File: src/rtl/initseq_pkg.sv
package initseq_pkg;

  typedef enum logic [3:0] {
    S_IDLE, S_RLOW, S_RWAIT, S_HDR, S_CMD, S_PAR, S_XFER, S_DLY, S_WAIT, S_END
  } seq_state_e;

  localparam int HDR_DLY_BIT = 7;
  localparam int HDR_CMD_BIT = 6;
  localparam int HDR_CNT_W   = 6;

  localparam int EXAMPLE_LEN = 21;

  // Example bring-up script; addresses past the end read as zero.
  function automatic logic [7:0] script_byte(input int idx);
    case (idx)
      0:  script_byte = 8'h40;  // bare command
      1:  script_byte = 8'h01;
      2:  script_byte = 8'hC2;  // command, two params, wait
      3:  script_byte = 8'hB0;
      4:  script_byte = 8'h12;
      5:  script_byte = 8'h34;
      6:  script_byte = 8'h03;
      7:  script_byte = 8'h01;  // lone parameter
      8:  script_byte = 8'h5A;
      9:  script_byte = 8'h80;  // wait only
      10: script_byte = 8'h02;
      11: script_byte = 8'h43;  // command, three params
      12: script_byte = 8'h2A;
      13: script_byte = 8'h00;
      14: script_byte = 8'h01;
      15: script_byte = 8'hEF;
      16: script_byte = 8'hC0;  // command, zero wait
      17: script_byte = 8'h29;
      18: script_byte = 8'h00;
      19: script_byte = 8'h41;  // command, one param (truncated)
      20: script_byte = 8'h36;
      default: script_byte = 8'h00;
    endcase
  endfunction

endpackage

File: src/rtl/initseq_timer.sv
module initseq_timer #(
  parameter int TICK_CLKS = 1000,
  parameter int CNT_W     = 8
) (
  input  logic             clk,
  input  logic             rst_n,
  input  logic             load_i,
  input  logic [CNT_W-1:0] ticks_i,
  output logic             zero_o
);
  localparam int PW = (TICK_CLKS > 1) ? $clog2(TICK_CLKS) : 1;
  localparam logic [PW-1:0] PRE_LAST = PW'(TICK_CLKS - 1);

  logic [CNT_W-1:0] tick_q, tick_d;
  logic [PW-1:0]    pre_q, pre_d;

  always_comb begin
    tick_d = tick_q;
    pre_d  = pre_q;
    if (load_i) begin
      tick_d = ticks_i;
      pre_d  = '0;
    end else if (tick_q != '0) begin
      if (pre_q == PRE_LAST) begin
        pre_d  = '0;
        tick_d = tick_q - 1'b1;
      end else begin
        pre_d = pre_q + 1'b1;
      end
    end
  end

  always_ff @(posedge clk or negedge rst_n) begin
    if (!rst_n) begin
      tick_q <= '0;
      pre_q  <= '0;
    end else begin
      tick_q <= tick_d;
      pre_q  <= pre_d;
    end
  end

  assign zero_o = (tick_q == '0);

  // a running wait only ever counts down
  assert_tick_down_R6: assert property (@(posedge clk) disable iff (!rst_n)
    (!load_i && tick_q != '0) |=> (tick_q <= $past(tick_q)));

endmodule

File: src/rtl/initseq_strobe.sv
module initseq_strobe #(
  parameter int WR_LO = 2,
  parameter int WR_HI = 2
) (
  input  logic       clk,
  input  logic       rst_n,
  input  logic       go_i,
  input  logic       rs_i,
  input  logic [7:0] data_i,
  output logic       done_o,
  output logic       wr_n_o,
  output logic       rs_o,
  output logic [7:0] data_o
);
  localparam int MAXP = (WR_LO > WR_HI) ? WR_LO : WR_HI;
  localparam int CW   = $clog2(MAXP + 1);
  localparam logic [CW-1:0] LO_LAST = CW'(WR_LO - 1);
  localparam logic [CW-1:0] HI_LAST = CW'(WR_HI - 1);

  typedef enum logic [1:0] {P_IDLE, P_LO, P_HI} ph_e;

  ph_e         ph_q, ph_d;
  logic [CW-1:0] cnt_q, cnt_d;
  logic        rs_q, rs_d;
  logic [7:0]  dat_q, dat_d;

  always_comb begin
    ph_d  = ph_q;
    cnt_d = cnt_q;
    rs_d  = rs_q;
    dat_d = dat_q;
    case (ph_q)
      P_IDLE: if (go_i) begin
        ph_d  = P_LO;
        cnt_d = LO_LAST;
        rs_d  = rs_i;
        dat_d = data_i;
      end
      P_LO: if (cnt_q == '0) begin
        ph_d  = P_HI;
        cnt_d = HI_LAST;
      end else begin
        cnt_d = cnt_q - 1'b1;
      end
      P_HI: if (cnt_q == '0) ph_d = P_IDLE;
            else cnt_d = cnt_q - 1'b1;
      default: ph_d = P_IDLE;
    endcase
  end

  always_ff @(posedge clk or negedge rst_n) begin
    if (!rst_n) begin
      ph_q  <= P_IDLE;
      cnt_q <= '0;
      rs_q  <= 1'b1;
      dat_q <= '0;
    end else begin
      ph_q  <= ph_d;
      cnt_q <= cnt_d;
      rs_q  <= rs_d;
      dat_q <= dat_d;
    end
  end

  assign done_o = (ph_q == P_HI) && (cnt_q == '0);
  assign wr_n_o = (ph_q != P_LO);
  assign rs_o   = rs_q;
  assign data_o = dat_q;

  // bus byte and select hold while strobe is low and at its rising edge
  assert_data_hold_R4: assert property (@(posedge clk) disable iff (!rst_n)
    (!$past(wr_n_o)) |-> ($stable(data_o) && $stable(rs_o)));

endmodule

File: src/rtl/initseq_seq.sv
module initseq_seq
  import initseq_pkg::*;
#(
  parameter int SCRIPT_LEN = EXAMPLE_LEN,
  parameter int RST_TICKS  = 100
) (
  input  logic       clk,
  input  logic       rst_n,
  input  logic       start_i,
  input  logic       tmr_zero_i,
  output logic       tmr_load_o,
  output logic [7:0] tmr_val_o,
  input  logic       wr_done_i,
  output logic       wr_go_o,
  output logic       wr_rs_o,
  output logic [7:0] wr_data_o,
  output logic       busy_o,
  output logic       done_o,
  output logic       cs_n_o,
  output logic       lcd_rst_n_o
);
  localparam int AW = $clog2(SCRIPT_LEN + 1);
  localparam logic [AW-1:0] END_ADDR = AW'(SCRIPT_LEN);
  localparam logic [7:0]    RST_VAL  = 8'(RST_TICKS);

  seq_state_e            st_q, st_d;
  logic [AW-1:0]         addr_q, addr_d;
  logic [HDR_CNT_W-1:0]  cnt_q, cnt_d;
  logic                  dly_q, dly_d;
  logic                  pwr_q, pwr_d;
  logic [7:0]            cur;
  logic                  at_end;

  assign cur    = script_byte(int'(addr_q));
  assign at_end = (addr_q == END_ADDR);

  always_comb begin
    st_d       = st_q;
    addr_d     = addr_q;
    cnt_d      = cnt_q;
    dly_d      = dly_q;
    pwr_d      = pwr_q;
    tmr_load_o = 1'b0;
    tmr_val_o  = RST_VAL;
    wr_go_o    = 1'b0;
    wr_rs_o    = 1'b1;
    wr_data_o  = cur;
    case (st_q)
      S_IDLE: if (start_i) begin
        addr_d = '0;
        if (pwr_q) st_d = S_HDR;
        else begin
          tmr_load_o = 1'b1;
          st_d       = S_RLOW;
        end
      end
      S_RLOW: if (tmr_zero_i) begin
        tmr_load_o = 1'b1;
        st_d       = S_RWAIT;
      end
      S_RWAIT: if (tmr_zero_i) begin
        pwr_d = 1'b1;
        st_d  = S_HDR;
      end
      S_HDR: begin
        if (at_end) st_d = S_END;
        else begin
          addr_d = addr_q + 1'b1;
          cnt_d  = cur[HDR_CNT_W-1:0];
          dly_d  = cur[HDR_DLY_BIT];
          if (cur[HDR_CMD_BIT])               st_d = S_CMD;
          else if (cur[HDR_CNT_W-1:0] != '0)  st_d = S_PAR;
          else if (cur[HDR_DLY_BIT])          st_d = S_DLY;
          else                                st_d = S_HDR;
        end
      end
      S_CMD, S_PAR: begin
        if (at_end) st_d = S_END;
        else begin
          wr_go_o = 1'b1;
          wr_rs_o = (st_q == S_PAR);
          addr_d  = addr_q + 1'b1;
          if (st_q == S_PAR) cnt_d = cnt_q - 1'b1;
          st_d = S_XFER;
        end
      end
      S_XFER: if (wr_done_i) begin
        if (cnt_q != '0) st_d = S_PAR;
        else if (dly_q)  st_d = S_DLY;
        else             st_d = S_HDR;
      end
      S_DLY: begin
        if (at_end) st_d = S_END;
        else begin
          tmr_load_o = 1'b1;
          tmr_val_o  = cur;
          addr_d     = addr_q + 1'b1;
          st_d       = S_WAIT;
        end
      end
      S_WAIT: if (tmr_zero_i) st_d = S_HDR;
      S_END:  st_d = S_IDLE;
      default: st_d = S_IDLE;
    endcase
  end

  always_ff @(posedge clk or negedge rst_n) begin
    if (!rst_n) begin
      st_q   <= S_IDLE;
      addr_q <= '0;
      cnt_q  <= '0;
      dly_q  <= 1'b0;
      pwr_q  <= 1'b0;
    end else begin
      st_q   <= st_d;
      addr_q <= addr_d;
      cnt_q  <= cnt_d;
      dly_q  <= dly_d;
      pwr_q  <= pwr_d;
    end
  end

  assign busy_o      = (st_q != S_IDLE);
  assign done_o      = (st_q == S_END);
  assign lcd_rst_n_o = (st_q != S_RLOW);
  assign cs_n_o      = (st_q == S_IDLE) || (st_q == S_RLOW) ||
                       (st_q == S_RWAIT) || (st_q == S_END);

  // completion is a single-cycle pulse
  assert_done_single_R5: assert property (@(posedge clk) disable iff (!rst_n)
    done_o |=> !done_o);

  // a start seen mid-run never sends the script pointer back to zero
  assert_start_ignored_R10: assert property (@(posedge clk) disable iff (!rst_n)
    (busy_o && start_i && st_q == S_XFER && !wr_done_i) |=> (addr_q == $past(addr_q)));

endmodule

File: src/rtl/initseq_player.sv
module initseq_player #(
  parameter int SCRIPT_LEN = initseq_pkg::EXAMPLE_LEN,
  parameter int TICK_CLKS  = 1000,
  parameter int RST_TICKS  = 100,
  parameter int WR_LO      = 2,
  parameter int WR_HI      = 2
) (
  input  logic       clk,
  input  logic       rst_n,
  input  logic       start_i,
  output logic       busy_o,
  output logic       done_o,
  output logic       lcd_cs_n_o,
  output logic       lcd_rs_o,
  output logic       lcd_wr_n_o,
  output logic       lcd_rd_n_o,
  output logic       lcd_rst_n_o,
  output logic [7:0] lcd_data_o
);
  logic       tmr_load, tmr_zero;
  logic [7:0] tmr_val;
  logic       wr_go, wr_rs, wr_done;
  logic [7:0] wr_data;

  initseq_seq #(
    .SCRIPT_LEN(SCRIPT_LEN),
    .RST_TICKS (RST_TICKS)
  ) seq_i (
    .clk        (clk),
    .rst_n      (rst_n),
    .start_i    (start_i),
    .tmr_zero_i (tmr_zero),
    .tmr_load_o (tmr_load),
    .tmr_val_o  (tmr_val),
    .wr_done_i  (wr_done),
    .wr_go_o    (wr_go),
    .wr_rs_o    (wr_rs),
    .wr_data_o  (wr_data),
    .busy_o     (busy_o),
    .done_o     (done_o),
    .cs_n_o     (lcd_cs_n_o),
    .lcd_rst_n_o(lcd_rst_n_o)
  );

  initseq_timer #(
    .TICK_CLKS(TICK_CLKS),
    .CNT_W    (8)
  ) tmr_i (
    .clk    (clk),
    .rst_n  (rst_n),
    .load_i (tmr_load),
    .ticks_i(tmr_val),
    .zero_o (tmr_zero)
  );

  initseq_strobe #(
    .WR_LO(WR_LO),
    .WR_HI(WR_HI)
  ) stb_i (
    .clk   (clk),
    .rst_n (rst_n),
    .go_i  (wr_go),
    .rs_i  (wr_rs),
    .data_i(wr_data),
    .done_o(wr_done),
    .wr_n_o(lcd_wr_n_o),
    .rs_o  (lcd_rs_o),
    .data_o(lcd_data_o)
  );

  assign lcd_rd_n_o = 1'b1;

  // every write strobe falls inside a chip-select window
  assert_wr_inside_cs_R5: assert property (@(posedge clk) disable iff (!rst_n)
    !lcd_wr_n_o |-> !lcd_cs_n_o);

  // while the controller is held in reset the bus is idle
  assert_rst_bus_quiet_R7: assert property (@(posedge clk) disable iff (!rst_n)
    !lcd_rst_n_o |-> (lcd_cs_n_o && lcd_wr_n_o && lcd_rd_n_o));

endmodule

File: config.mk
export PLATFORM = sky130hd
export DESIGN_NAME = initseq_player
export DESIGN_NICKNAME = d
export VERILOG_FILES = /design/src/rtl/initseq_pkg.sv /design/src/rtl/initseq_timer.sv /design/src/rtl/initseq_strobe.sv /design/src/rtl/initseq_seq.sv /design/src/rtl/initseq_player.sv
export SDC_FILE = /design/constraint.sdc
export NUM_CORES = 1
export LEC_CHECK = 0
export ABC_AREA = 1
export BUFFER_PORTS_ARGS = -buffer_cell sky130_fd_sc_hd__buf_2
export CORE_UTILIZATION = 40
export CTS_BUF_LIST = sky130_fd_sc_hd__clkbuf_4
export DETAILED_ROUTE_END_ITERATION = 12
export GPL_TIMING_DRIVEN = 0
export PLACE_DENSITY = 0.59
export SYNTH_ARGS = -nofsm -noshare
export SYNTH_HDL_FRONTEND = slang
export SYNTH_SLANG_ARGS = --single-unit
File: constraint.sdc
create_clock -name clk -period 2.55 [get_ports clk]
set_input_delay 0.3825 -clock clk [delete_from_list [all_inputs] [get_ports clk]]
set_output_delay 0.3825 -clock clk [all_outputs]
set_load 0.01 [all_outputs]
==> results.cfg <==
[outcome]
outcome = complete, no violations

[hold_path]
min_path_type = in -> async

[critical_path]
path_cells = inv_1 -> ha_1 -> nand2_1 -> nor2_8 -> inv_4 -> nand2_4 -> nand2_4 -> inv_4 -> nand2_4 -> inv_4 -> buf_6 -> nand2_4 -> nor2_4 -> nand2_1 -> nand2_1
path_buf_inv = 5
critical_path.most_common_cell = nand2_4
cp_slowest_cell = dfrtp_1
worstPathRequired_ns = 2.87
slowest_delay_ns = 0.45
crit_family = simple AND/OR/NAND/NOR gates
cp.arrival_ns = 2.43
worstSetupPathType = reg -> reg
worstPathMaxFanout = 10
cp-end-kind = flop
start_kind = flop

[final_layout]
layout-drive-gt1-share_pct = 16.8
most-common-layout-cells = 142 x nand2_1, 47 x inv_1, 47 x dfrtp_1, 40 x nor2_1, 31 x nand3_1
fill_cells = 868
antennaDiodeCount = 0
finalNetCount = 504
register_area_mm2 = 0.00120
multi_input_area_mm2 = 0.00193
layout.cells.most_common = nand2_1
area_growth_pct = 7.85

[floorplan]
die_y_um = 94.5
die_x_um = 94.5
die_area_mm2 = 0.00894
design.core.area_mm2 = 0.00826
start_util_pct = 41.5
rows = 33
pin_count = 18

[yosys]
synth_area_mm2 = 0.00343
synth_sequential_area_ratio_pct = 35.1
yosys_register_bits = 48
syn-num-nets = 481
synth_edf_count = 0
async_flop_share_pct = 100
ys.flop_type = dfrtp_1
synthCells = 463
syn_area_per_cell_um2 = 7.40
synth_top_area_cell = dfrtp_1
yosys_warnings = 0
yosysUniqueCellTypes = 47
yosysTopAreaCellShare_pct = 34.3
ys_top_cells_by_area = dfrtp_1 34%, nand2_1 16%, ha_1 5.5%

[route]
routedWlPerCell_um = 12.9
firstDrtPassIters = 4
detail-route-antenna-nets = 0
vias = 2953
viasPerCell = 4.99
drt_iter0_drc = 129
drc = 0
drt_wl_total_um = 7630

[timing]
hold_violations = 0
tightest_slew_ns = 1.11
finalSetupTns_ns = 0
fmaxAchievable_ghz = 0.474
setup_violations = 0
finClkSkew_ns = 0.0171
slew_headroom_pct = 25.8
period_needed_ns = 2.11
rsz0062_at_grt = no
slew_violations = 0
fin_crit_sh_pct = 82.8
whs_ns = 0.217

[placed_design]
place.gp.congestion = 0.886
dpl.hpwl_um = 5800
place.port_buffers = 16

[run]
cap_violations = 0

[pwr]
report.power.total_mw = 4.16
p_leak_nw = 1.88
sw_frac_of_total_pct = 50.4
internal-power_mw = 2.07
p_per_area_mw_per_mm2 = 1130
clock_power_share_pct = 9.1
pwr-share-comb_pct = 59.4
vdd_drop_max_v = 0.000406
power.share.sequential_pct = 31.5
switchingPower_mw = 2.10

[clock_network]
clk_path_buf_depth = 2
insertion_delay_ns = 0.37
hold_buffers = 0
postCtsSetupRepairBufs = 0
path_clk_slew_ns = 0.15
cts_made_buffers = 5
cts.sinks = 48
cts_resized = 0
cts_max_level = 2
cts_tree = done
clockRootBuffer = clkbuf_4

[global_routing]
antenna_found_initial = 0
grt_max_degree = 49
overflow = 0
grt_pass1_wl_um = 13200
grt_pass1_vias = 2859
grt_use_total_pct = 18.8
[kinds of logic after synthesis]
logic type / after synthesis / share of synthesized area, %
compound gates: 62 / 11.2
xor+xnor: 11 / 2.81
fa+ha+maj: 15 / 5.48
buf+inv: 69 / 8.58
flops: 48 / 35.1
other cells: 1 / 0.109
simple gates: 257 / 36.7
[through the flow]
step | worst slack, ns | util (%) | instance area [um^2] | std cells
global route | 0.222 | 44.7 | 3690 | 592
CTS | 0.403 | 44.7 | 3690 | 592
floorplan | 0.754 | - | 3430 | 463
detailed placement | 0.449 | 44.0 | 3640 | 584
global placement | 0.455 | 44.0 | 3640 | 584
finish | 0.440 | 44.7 | 3690 | 592
[state kept, by name, summed over array words and instances, names as in the netlist, 2 cells and up]
| signal | cells |
|---|---|
| tmr_i.tick_q | 8 |
| stb_i.data_o | 8 |
| seq_i.st_q | 4 |
| stb_i.cnt_q | 2 |
| seq_i.cnt_q | 6 |
| seq_i.addr_q | 5 |
| stb_i.ph_q | 2 |
| tmr_i.pre_q | 10 |
[path summary, 6_finish.rpt]
kind	cells after the start	slack, ns	endpoint	startpoint
max	15	0.44	tmr_i.pre_q[1]	seq_i.addr_q[1]
min	1	0.22	stb_i.data_o[2]	rst_n
max reg2reg	15	0.44	tmr_i.pre_q[1]	seq_i.addr_q[1]
min reg2reg	2	0.49	stb_i.data_o[2]	stb_i.data_o[2]
max in group asynchronous	1	1.65	seq_i.dly_q	rst_n
min in group clk	4	0.39	seq_i.addr_q[0]	start_i
[cell usage after synthesis (2+ instances only)]
cell type,n
nand3_1,31
buf_6,2
a21oi_2,2
o22ai_1,6
dfrtp_1,47
nand2_4,7
xor2_1,6
o211ai_1,3
nor2_4,7
nand2_2,5
inv_4,3
a21boi_0,3
xnor2_1,5
nor3_1,5
inv_2,11
buf_4,2
o21ai_1,10
nand2_1,142
nor2_1,40
a21oi_1,5
inv_1,47
o31ai_1,2
nand4_1,4
nand3_2,2
nand3b_1,2
nor2_8,2
o21ai_0,25
ha_1,15
buf_2,4
[layer usage]
| metal | wire, um | vias to the layer above | global-route usage (%) | part of all wire [%] |
|---|---|---|---|---|
| met5 | 0 | - | 0 | 0 |
| met1 | 3840 | 1363 | 25.8 | 50 |
| li1 | - | 1528 | - | - |
| met3 | 285 | 6 | 3.38 | 3.7 |
| met4 | 70 | 0 | 3.79 | 0.92 |
| met2 | 3430 | 56 | 31.0 | 45 |
[power groups by stage]
stage / sequential, mW / combinational [mW] / clock [mW]
floorplan: 1.29 / 1.91 / 0
global placement: 1.32 / 2.44 / 0
detailed placement: 1.32 / 2.48 / 0
CTS: 1.31 / 2.49 / 0.400
global route: 1.35 / 2.85 / 0.433
finish: 1.31 / 2.47 / 0.380
[layout make-up]
cell class	count	share of cell area [%]
Multi-Input combinational cell	346	52.2
Sequential cell	48	32.5
Inverter	61	6.40
Tap cell	105	3.56
Timing Repair Buffer	16	2.17
Buffer	8	1.56
Clock buffer	7	1.42
Clock inverter	1	0.135
[worst register-to-register path: stages, from the launching register on]
cell and delay (ns):
dfrtp_1 0.45, inv_1 0.15, ha_1 0.24, nand2_1 0.17, nor2_8 0.18, inv_4 0.08, nand2_4 0.10, nand2_4 0.06
inv_4 0.07, nand2_4 0.08, inv_4 0.08, buf_6 0.15, nand2_4 0.06, nor2_4 0.10, nand2_1 0.06, nand2_1 0.05
(Power assumes the default switching activity.)
